## src/rtl/xlat_pkg.sv

```systemverilog
package xlat_pkg;

    // Entry flag positions shared by both table levels
    localparam int unsigned ENT_P  = 0;
    localparam int unsigned ENT_W  = 1;
    localparam int unsigned ENT_U  = 2;
    localparam int unsigned ENT_PS = 7;

    // Control register selects and mode bit positions
    localparam logic        CTL_SEL_MODE = 1'b0;
    localparam logic        CTL_SEL_ROOT = 1'b1;
    localparam int unsigned MODE_PG      = 0;
    localparam int unsigned MODE_PSE     = 1;

    typedef enum logic [2:0] {
        ST_IDLE,
        ST_LOOK,
        ST_DIR_REQ,
        ST_DIR_WAIT,
        ST_TBL_REQ,
        ST_TBL_WAIT,
        ST_RESP
    } walk_state_e;

    typedef struct packed {
        logic [19:0] tag;
        logic [19:0] ppn;
        logic        big;
        logic        wr;
        logic        usr;
    } tlb_ent_t;

endpackage

```

## src/rtl/xlat_perm.sv

```systemverilog
module xlat_perm (
    input  logic present,
    input  logic wr_ok,
    input  logic usr_ok,
    input  logic acc_wr,
    input  logic acc_usr,
    output logic fault
);

    assign fault = !present || (acc_wr && !wr_ok) || (acc_usr && !usr_ok);

endmodule

```

## src/rtl/xlat_tlb.sv

```systemverilog
module xlat_tlb
    import xlat_pkg::*;
#(
    parameter int unsigned ENTRIES = 8
) (
    input  logic        clk,
    input  logic        rst_n,
    input  logic        flush,
    input  logic [19:0] lk_vpn,
    output logic        lk_hit,
    output tlb_ent_t    lk_ent,
    input  logic        ins_en,
    input  tlb_ent_t    ins_ent
);

    localparam int unsigned PTR_W = (ENTRIES > 1) ? $clog2(ENTRIES) : 1;

    tlb_ent_t           ent_q [ENTRIES];
    logic [ENTRIES-1:0] vld_q;
    logic [ENTRIES-1:0] match;
    logic [PTR_W-1:0]   rr_q;

    // Per-entry compare; a large entry ignores the low ten tag bits
    genvar g;
    generate
        for (g = 0; g < ENTRIES; g++) begin : g_cmp
            assign match[g] = vld_q[g] &&
                (ent_q[g].big ? (ent_q[g].tag[19:10] == lk_vpn[19:10])
                              : (ent_q[g].tag == lk_vpn));
        end
    endgenerate

    // Lowest matching slot wins
    always_comb begin
        lk_hit = |match;
        lk_ent = '0;
        for (int i = ENTRIES - 1; i >= 0; i--) begin
            if (match[i]) lk_ent = ent_q[i];
        end
    end

    always_ff @(posedge clk or negedge rst_n) begin
        if (!rst_n) begin
            vld_q <= '0;
            rr_q  <= '0;
        end else if (flush) begin
            vld_q <= '0;
            rr_q  <= '0;
        end else if (ins_en) begin
            vld_q[rr_q] <= 1'b1;
            rr_q        <= (rr_q == PTR_W'(ENTRIES - 1)) ? '0 : rr_q + 1'b1;
        end
    end

    always_ff @(posedge clk) begin
        if (ins_en && !flush) ent_q[rr_q] <= ins_ent;
    end

endmodule

```

## src/rtl/xlat_walker.sv

```systemverilog
module xlat_walker
    import xlat_pkg::*;
#(
    parameter int unsigned TLB_ENTRIES = 8
) (
    input  logic        clk,
    input  logic        rst_n,
    input  logic        ctl_we,
    input  logic        ctl_sel,
    input  logic [31:0] ctl_wdata,
    input  logic        req_valid,
    output logic        req_ready,
    input  logic [31:0] req_laddr,
    input  logic        req_write,
    input  logic        req_user,
    output logic        rsp_valid,
    output logic [31:0] rsp_addr,
    output logic        rsp_fault,
    output logic        mem_req,
    output logic [31:0] mem_addr,
    input  logic        mem_rvalid,
    input  logic [31:0] mem_rdata
);

    walk_state_e st_q, st_d;

    logic [19:0] root_q;
    logic        pg_q, pse_q;
    logic [31:0] la_q;
    logic        wr_q, us_q;
    logic [31:0] pde_q;
    logic [31:0] res_addr_q;
    logic        res_fault_q;
    logic        stale_q;

    logic        root_wr;
    logic        tlb_hit;
    tlb_ent_t    tlb_ent, ins_ent;
    logic        ins_en;
    logic        chk_p, chk_w, chk_u, chk_fault;
    logic        big_sel;
    logic        fin_walk;
    logic [31:0] hit_pa, walk_pa;
    logic        unused_bits;

    assign root_wr = ctl_we && (ctl_sel == CTL_SEL_ROOT);
    assign big_sel = pse_q && mem_rdata[ENT_PS];

    assign unused_bits = ^{ctl_wdata[11:2], pde_q[11:3], pde_q[ENT_P],
                           mem_rdata[11:8], mem_rdata[6:3], tlb_ent.tag};

    xlat_tlb #(.ENTRIES(TLB_ENTRIES)) u_tlb (
        .clk     (clk),
        .rst_n   (rst_n),
        .flush   (root_wr),
        .lk_vpn  (la_q[31:12]),
        .lk_hit  (tlb_hit),
        .lk_ent  (tlb_ent),
        .ins_en  (ins_en),
        .ins_ent (ins_ent)
    );

    xlat_perm u_perm (
        .present (chk_p),
        .wr_ok   (chk_w),
        .usr_ok  (chk_u),
        .acc_wr  (wr_q),
        .acc_usr (us_q),
        .fault   (chk_fault)
    );

    // Flags fed to the permission check, chosen by where the walk stands
    always_comb begin
        chk_p = 1'b1;
        chk_w = tlb_ent.wr;
        chk_u = tlb_ent.usr;
        unique case (st_q)
            ST_DIR_WAIT: begin
                chk_p = mem_rdata[ENT_P];
                chk_w = mem_rdata[ENT_W];
                chk_u = mem_rdata[ENT_U];
            end
            ST_TBL_WAIT: begin
                chk_p = mem_rdata[ENT_P];
                chk_w = pde_q[ENT_W] & mem_rdata[ENT_W];
                chk_u = pde_q[ENT_U] & mem_rdata[ENT_U];
            end
            default: ;
        endcase
    end

    always_comb begin
        hit_pa  = tlb_ent.big ? {tlb_ent.ppn[19:10], la_q[21:0]}
                              : {tlb_ent.ppn, la_q[11:0]};
        walk_pa = (st_q == ST_DIR_WAIT) ? {mem_rdata[31:22], la_q[21:0]}
                                        : {mem_rdata[31:12], la_q[11:0]};
    end

    assign fin_walk = mem_rvalid &&
        (((st_q == ST_DIR_WAIT) && (!mem_rdata[ENT_P] || big_sel)) ||
         (st_q == ST_TBL_WAIT));

    always_comb begin
        ins_en      = fin_walk && !chk_fault && !stale_q && !root_wr;
        ins_ent.tag = la_q[31:12];
        ins_ent.ppn = mem_rdata[31:12];
        ins_ent.big = (st_q == ST_DIR_WAIT);
        ins_ent.wr  = chk_w;
        ins_ent.usr = chk_u;
    end

    // Next-state logic
    always_comb begin
        st_d = st_q;
        unique case (st_q)
            ST_IDLE:     if (req_valid) st_d = ST_LOOK;
            ST_LOOK:     st_d = (!pg_q || tlb_hit) ? ST_RESP : ST_DIR_REQ;
            ST_DIR_REQ:  st_d = ST_DIR_WAIT;
            ST_DIR_WAIT: if (mem_rvalid)
                             st_d = (!mem_rdata[ENT_P] || big_sel) ? ST_RESP : ST_TBL_REQ;
            ST_TBL_REQ:  st_d = ST_TBL_WAIT;
            ST_TBL_WAIT: if (mem_rvalid) st_d = ST_RESP;
            ST_RESP:     st_d = ST_IDLE;
            default:     st_d = ST_IDLE;
        endcase
    end

    // State register
    always_ff @(posedge clk or negedge rst_n) begin
        if (!rst_n) st_q <= ST_IDLE;
        else        st_q <= st_d;
    end

    // Outputs
    always_comb begin
        req_ready = (st_q == ST_IDLE);
        rsp_valid = (st_q == ST_RESP);
        rsp_addr  = res_addr_q;
        rsp_fault = res_fault_q;
        mem_req   = (st_q == ST_DIR_REQ) || (st_q == ST_TBL_REQ);
        mem_addr  = (st_q == ST_TBL_REQ) ? {pde_q[31:12], la_q[21:12], 2'b00}
                                         : {root_q, la_q[31:22], 2'b00};
    end

    // Datapath registers
    always_ff @(posedge clk or negedge rst_n) begin
        if (!rst_n) begin
            root_q      <= '0;
            pg_q        <= 1'b0;
            pse_q       <= 1'b0;
            la_q        <= '0;
            wr_q        <= 1'b0;
            us_q        <= 1'b0;
            pde_q       <= '0;
            res_addr_q  <= '0;
            res_fault_q <= 1'b0;
            stale_q     <= 1'b0;
        end else begin
            if (ctl_we) begin
                if (ctl_sel == CTL_SEL_ROOT) begin
                    root_q <= ctl_wdata[31:12];
                end else begin
                    pg_q  <= ctl_wdata[MODE_PG];
                    pse_q <= ctl_wdata[MODE_PSE];
                end
            end

            if ((st_q == ST_IDLE) && req_valid) begin
                la_q    <= req_laddr;
                wr_q    <= req_write;
                us_q    <= req_user;
                stale_q <= 1'b0;
            end else if (root_wr) begin
                stale_q <= 1'b1;
            end

            if ((st_q == ST_DIR_WAIT) && mem_rvalid) pde_q <= mem_rdata;

            if (st_q == ST_LOOK) begin
                if (!pg_q) begin
                    res_addr_q  <= la_q;
                    res_fault_q <= 1'b0;
                end else if (tlb_hit) begin
                    res_addr_q  <= chk_fault ? la_q : hit_pa;
                    res_fault_q <= chk_fault;
                end
            end

            if (fin_walk) begin
                res_addr_q  <= chk_fault ? la_q : walk_pa;
                res_fault_q <= chk_fault;
            end
        end
    end

endmodule

```

## config.mk

```make
export PLATFORM = sky130hd
export DESIGN_NAME = xlat_walker
export DESIGN_NICKNAME = d
export VERILOG_FILES = /design/src/rtl/xlat_pkg.sv /design/src/rtl/xlat_perm.sv /design/src/rtl/xlat_tlb.sv /design/src/rtl/xlat_walker.sv
export SDC_FILE = /design/constraint.sdc
export NUM_CORES = 1
export LEC_CHECK = 0
export CORE_ASPECT_RATIO = 1.4
export CORE_MARGIN = 2
export CORE_UTILIZATION = 60
export CTS_CLUSTER_SIZE = 12
export DETAILED_ROUTE_END_ITERATION = 7
export DONT_BUFFER_PORTS = 1
export PLACE_DENSITY_LB_ADDON = 0.1
export REMOVE_ABC_BUFFERS = 1
export SLEW_MARGIN = 30
export SYNTH_ARGS = -nofsm -noshare
export SYNTH_HDL_FRONTEND = slang
export SYNTH_SLANG_ARGS = --single-unit
export TNS_END_PERCENT = 30
```

## constraint.sdc

```tcl
create_clock -name clk -period 6.3 [get_ports clk]
set_input_delay 0.315 -clock clk [delete_from_list [all_inputs] [get_ports clk]]
set_output_delay 0.315 -clock clk [all_outputs]
set_load 0.02 [all_outputs]
```

**Word-level counts from Yosys, hierarchy flattened**

Memories as Yosys holds them, arrays and structs flattened.
Index checks and enable logic that the tools add are counted.

- RAM bits: 344
- Input port bits: 104
- Logic and storage cells: 142
- Register bits: 136
- Output and inout bits: 68
- Memories kept: 1

- Equal/unequal tests: 27
- $lt $le $gt $ge: 2
- Reduce and logical (&&, ||, !) cells: 45
- Bitwise logic cells: 4
- Add/subtract/negate cells: 1
- Multiplexer cells: 49

Memory list:

| name | words | width | read ports | clocked after Yosys merged registers in | wr ports | RTL line | text |
|---|---|---|---|---|---|---|---|
| u_tlb.ent_q | 8 | 43 | 8 | 0 | 1 | xlat_tlb.sv:18 | `tlb_ent_t ent_q [ENTRIES];` |

Operators by type and width:

| cell | number |
|---|---|
| 32-bit two-way mux | 7 |
| 23-bit two-way mux | 8 |
| 20-bit equality test | 8 |
| 10-bit equality test | 8 |
| 22-bit two-way mux | 2 |
| 1-bit logical AND | 21 |
| 3-bit two-way mux | 7 |
| 1-bit two-way mux | 18 |
| 3-bit case mux with 6 select lines | 1 |
| 8-bit two-way mux | 2 |
| 3-bit equality test (second input constant) | 4 |
| 1-bit zero test | 8 |
| 8-bit bitwise OR | 1 |
| 8-bit OR reduction | 1 |
| 3-bit by 2-bit equality test with 1-bit output (second input constant) | 2 |
| 1-bit logical OR | 6 |
| 2-bit inequality test (second input constant) | 3 |
| 2-bit AND reduction | 3 |
| 2-bit nonzero test | 3 |
| 3-bit by 4-bit < comparator with 1-bit output (second input constant) | 1 |
| 1-bit case mux with 2 select lines | 2 |
| 3-bit by 1-bit adder with 3-bit output (second input constant) | 1 |
| 1-bit demux with 3-bit select | 1 |
| 3-bit by 1-bit equality test with 1-bit output (second input constant) | 1 |
| 8 further kinds | 9 |

**Logic depth before layout (Yosys ltp)**

An unclocked memory read counts as a cell.

- Depth after elaboration: 24
- Mapped depth: 14
- Gate-level depth less buffers: 10

**By module**

A second synthesis with hierarchy kept.

- Cell total of the unflattened synthesis: 1537
- Area, all modules: 21443.1 um^2

Modules (own cells, without submodules):

| module | area each (um^2) | cells an instance | instances | sequential area each (um^2) |
|---|---|---|---|---|
| xlat_tlb | 15907.8 | 1112 | 1 | 10605.2 |
| xlat_walker | 5512.8 | 422 | 1 | 2877.8 |
| xlat_perm | 22.5 | 3 | 1 | 0.0 |

**Worst setup path after synthesis**

Ideal clock, no wire load.

- Path type: flip-flop to flip-flop
- From: register la_q[28]
- To: memory u_tlb.ent_q[7][0] (netlist bit) (enable)
- Data required time: 5.856 ns
- Setup slack: 0.986 ns
- Clock period less this slack: 5.314 ns
- Buffers on the path: 1
- Cell stages (with the launch flop): 12
- Arrival: 4.870 ns
- Setup time: 0.444 ns
- Path through: dfrtp_1 buf_2 xnor2_1 nand4_1 or3_1 a2111o_1 a31o_1 a2111o_1 nand4_4 nand2_2 or4_4 nor2_1

- Word-level cells in the longest chain between the ends: 23
- Elaborated cells on any way between the ends: 55

RTL lines:

| element | RTL line | text |
|---|---|---|
| from (decl) | xlat_walker.sv:29 | `logic [31:0] la_q;` |
| from (signal assigned) | xlat_walker.sv:169 | `la_q <= req_laddr;` |
| 20-bit equality test / 10-bit equality test (equally long branches) | xlat_tlb.sv:29, xlat_tlb.sv:28 |  |
| 1-bit two-way mux | xlat_tlb.sv:28 | `(ent_q[g].big ? (ent_q[g].tag[19:10] == lk_vpn[19:10])` |
| 1-bit logical AND | xlat_tlb.sv:27 | `assign match[g] = vld_q[g] &&` |
| 23-bit two-way mux (7 in a row) | xlat_tlb.sv:38 | `if (match[i]) lk_ent = ent_q[i];` |
| 23-bit two-way mux * | xlat_tlb.sv:38 |  |
| 1-bit case mux with 2 select lines | xlat_walker.sv:77 | `unique case (st_q)` |
| 1-bit zero test | xlat_perm.sv:10 | `assign fault = !present \|\| (acc_wr && !wr_ok) \|\| (acc_usr && !usr_ok);` |
| 1-bit logical AND | xlat_perm.sv:10 |  |
| 1-bit logical OR | xlat_perm.sv:10 |  |
| 1-bit logical OR * | xlat_perm.sv:10 |  |
| 1-bit zero test * | xlat_walker.sv:104 | `ins_en = fin_walk && !chk_fault && !stale_q && !root_wr;` |
| 1-bit logical AND * (3 in a row) | xlat_walker.sv:104 |  |
| 1-bit logical AND * | xlat_tlb.sv:56 | `if (ins_en && !flush) ent_q[rr_q] <= ins_ent;` |
| 1-bit two-way mux * | xlat_tlb.sv:56 |  |
| 1-bit two-way mux (implied by the code) * | xlat_tlb.sv:56 |  |
| to (decl) | xlat_tlb.sv:18 |  |

Every way passes the cells marked *; elsewhere a longest branch is shown, timed or not.

**Worst setup path in the final report**

- From: register la_q[21]
- To: memory u_tlb.ent_q[2][28] (netlist bit) (enable)

- Word-level cells in the longest chain between the ends: 23
- Elaborated cells on any way between the ends: 47

RTL lines:

| element | RTL line | text |
|---|---|---|
| 20-bit equality test | xlat_tlb.sv:29 | `: (ent_q[g].tag == lk_vpn));` |
| 1-bit two-way mux | xlat_tlb.sv:28 |  |
| 1-bit logical AND | xlat_tlb.sv:27 |  |
| 23-bit two-way mux (7 in a row) | xlat_tlb.sv:38 |  |
| 23-bit two-way mux * | xlat_tlb.sv:38 |  |
| 1-bit case mux with 2 select lines | xlat_walker.sv:77 |  |
| 1-bit zero test | xlat_perm.sv:10 |  |
| 1-bit logical AND | xlat_perm.sv:10 |  |
| 1-bit logical OR | xlat_perm.sv:10 |  |
| 1-bit logical OR * | xlat_perm.sv:10 |  |
| 1-bit zero test * | xlat_walker.sv:104 |  |
| 1-bit logical AND * (3 in a row) | xlat_walker.sv:104 |  |
| 1-bit logical AND * | xlat_tlb.sv:56 |  |
| 1-bit two-way mux * | xlat_tlb.sv:56 |  |
| 1-bit two-way mux (implied by the code) * | xlat_tlb.sv:56 |  |

Marked as above.

==> run metrics <==
outcome complete, no violations; leading area contributor after synthesis edfxtp_1; CP Class flip-flop to flip-flop; root buffer cell clkbuf_16; starting density of the core 0.610; later-pin clock latency in the skew report between 500 and 600 ps; worst flop-to-flop path startpoint la_q[21]; Worst Setup Start Kind flip-flop; Top delay family on crit path simple AND/OR/NAND/NOR gates; crit path buf inv count 2; Port Buffers 0; Netlist cell types 77; critical path required time approximately 6500 ps; DRT iter0 DRCs approximately 1100; clk sink count 470; number of fill cells 2325; Worst Skew 18.0 ps; top post-synthesis cells by area edfxtp_1 (51%), dfrtp_1 (16%), xnor2_1 (5.6%); Final Setup Violations 0; WL/cell 24.7 um; Total Nets Final between 1500 and 2000; Final ANT Viol Nets 0; Most used DFF post-synth edfxtp_1; Post-synth EDFFs around 340; RSZ-0062 raised after global routing false; Synth Instances 1456; vias in the first global route 12900; crit path from la_q[21]; aggregate global-route resource usage 0.290; max incr delay on CP 920 ps; highest achievable clock rate 195 MHz; Non-Filler Instances 2049; antenna violations before repair 1; Clk pin slew, worst setup/hold paths ~60 ps; Detailed Route WL 50.6 mm; GRT overflow 0; Slew Limit Fails 0; core area ~33000 um2; CTS tree built; drt pass-1 iters 5; VDD IR max 0.248 mV; post-synthesis sequential area ratio 0.666; hold depth 2; Hold Startpoint mem_rdata[12]; Slew @ Worst Pin 966 ps; layout cells sized above 1 0.144; Tmin final 5130 ps; DR DRC count 0; FF+latch count, synth 470; Pleak 8.15 nW; Die Span X 159 um; Die Height 221 um; HP Class input port to flip-flop; pwr/cell area around 410 nW/um2; R2R depth 11; cells along the critical path xnor2_1 -> nand4_1 -> o41a_1 -> or4_1 -> buf_4 -> a31o_2 -> nand4_4 -> nand2_2 -> or4_4 -> nor2_4 -> buf_12; Post-DP HPWL 32.5 mm; Syn Area/Cell 13.9 um2; largest net degree at the start of global routing 127; WP data arrival 5360 ps; post-synth top area share 0.510; Layout area overhead 14.2%; CP max FO 29; Inserted Clock Buffers 46; max cap viols 0; H-Tree Depth 2; Final Cycle Share 0.814; I/O pin count ~170; Slew HR 0.351; Post-Route Setup TNS 0 ps; first-pass GRT wire length 77.6 mm; Placer Congestion about 0.85; placed cells 1882; Final Hold Fails 0; Ys Warns 0; Die ar. 35200 um2; crit end category flip-flop; asr flop ratio synth 0.268; Rows 79; Synth Cell Area just over 20000 um2; CTS max path bufs 3; Crit. path cell count 11; total number of vias 12700; drt via density 6.19; Slowest cell on crit path or4_1
[worst register-to-register path: cells and delay by family (launching register included)]
family / cells / cell delay [ps]
buffers and inverters: 2 / 680
flip-flops: 1 / 700
AND/OR/NAND/NOR: 6 / 2440
AO/OA/AOI/OAI: 2 / 740
XOR/XNOR: 1 / 190
[what timing repair did]
item	4_1_cts	5_1_grt
hold buffers	81	0
gates resized for setup	0	0
buffers inserted	0	0
hold endpoints to repair	378	0
[report_power, final]
part           internal [mW]  switching, mW
sequential              3.83          0.639
clock                   1.40           1.12
combinational           1.02           1.38
[layout make-up]
cell class,instances,area (um2),area share
diodes,2,5.00,0.000216
flip-flops and latches,470,13500,0.583
clock inverters,6,46.3,0.00200
well taps,445,557,0.0241
clock buffers,78,1300,0.0563
inverters,24,90.1,0.00390
multi-input cells,886,6320,0.273
repair buffers,138,1320,0.0570
[routing by layer]
metal  global-route usage  up-vias  share of wire
met5                    0        -              0
met1                0.367     6384           0.39
met4                0.108        0          0.034
met3               0.0510      118          0.066
met2                0.502      500           0.51
li1                     -     5674              -
[sequential cells by signal, summed over array words and instances, names as in the netlist]
name,cells
u_tlb.vld_q,8
st_q,3
pg_q,1
u_tlb.rr_q,3
stale_q,1
rsp_fault,1
u_tlb.ent_q,344
us_q,1
root_q,20
rsp_addr,32
la_q,32
pse_q,1
pde_q,22
wr_q,1
[final timing paths]
kind                       slack (ps)                 end
hold reg to reg                   470        rsp_addr[10]
max in group asynchronous        5330            la_q[13]
min in group asynchronous         420       u_tlb.rr_q[2]
setup reg to reg                 1170  u_tlb.ent_q[2][28]
setup / recovery                 1170  u_tlb.ent_q[2][28]
hold / removal                      8        rsp_addr[12]
[cells in the mapped netlist (24+ instances only)]
library cell,instances
edfxtp_1,344
nand2_1,178
xnor2_1,129
dfrtp_1,126
mux2_2,87
nor2_1,62
nand4_1,38
clkbuf_1,37
xor2_1,31
mux2i_1,30
o21ai_0,30
inv_1,24
[per-stage QoR]
| stage | hold WS (ps) | instance area (um2) | setup slack [ps] | power (mW) | util |
|---|---|---|---|---|---|
| global placement | 22.7 | 20900 | 1240 | 6.78 | 0.630 |
| CTS | 3.30 | 23100 | 1190 | 9.43 | 0.696 |
| floorplan | 19.4 | 19800 | 2.29 | 5.94 | - |
| detailed placement | 22.7 | 20900 | 1190 | 6.85 | 0.630 |
| finish | 8.40 | 23100 | 1170 | 9.39 | 0.696 |
| global route | 15.9 | 23100 | 965 | 9.81 | 0.696 |
[cells by family (layout without fill, tap and decap cells)]
family                   after synthesis  count (layout)  synth area share
multiplexers                         121             121            0.0656
other                                  1               4          0.000185
AND/OR/NAND/NOR                      392             392            0.0925
AO/OA/AOI/OAI                        209             209            0.0796
flip-flops                           470             470             0.666
adder cells (fa/ha/maj)                2               2           0.00124
XOR/XNOR                             160             160            0.0692
buffers and inverters                101             246            0.0256
[placed cells by master, fill, tap and decap left out, types with 24 or more instances in the layout]
cell type	n
buf_4	52
clkbuf_1	29
clkbuf_16	46
dfrtp_1	126
dlygate4sd3_1	80
edfxtp_1	344
inv_1	24
mux2_2	87
mux2i_1	30
nand2_1	178
nand4_1	38
nor2_1	51
o21ai_0	30
xnor2_1	129
xor2_1	31
Power figures use the tool's default switching activity.
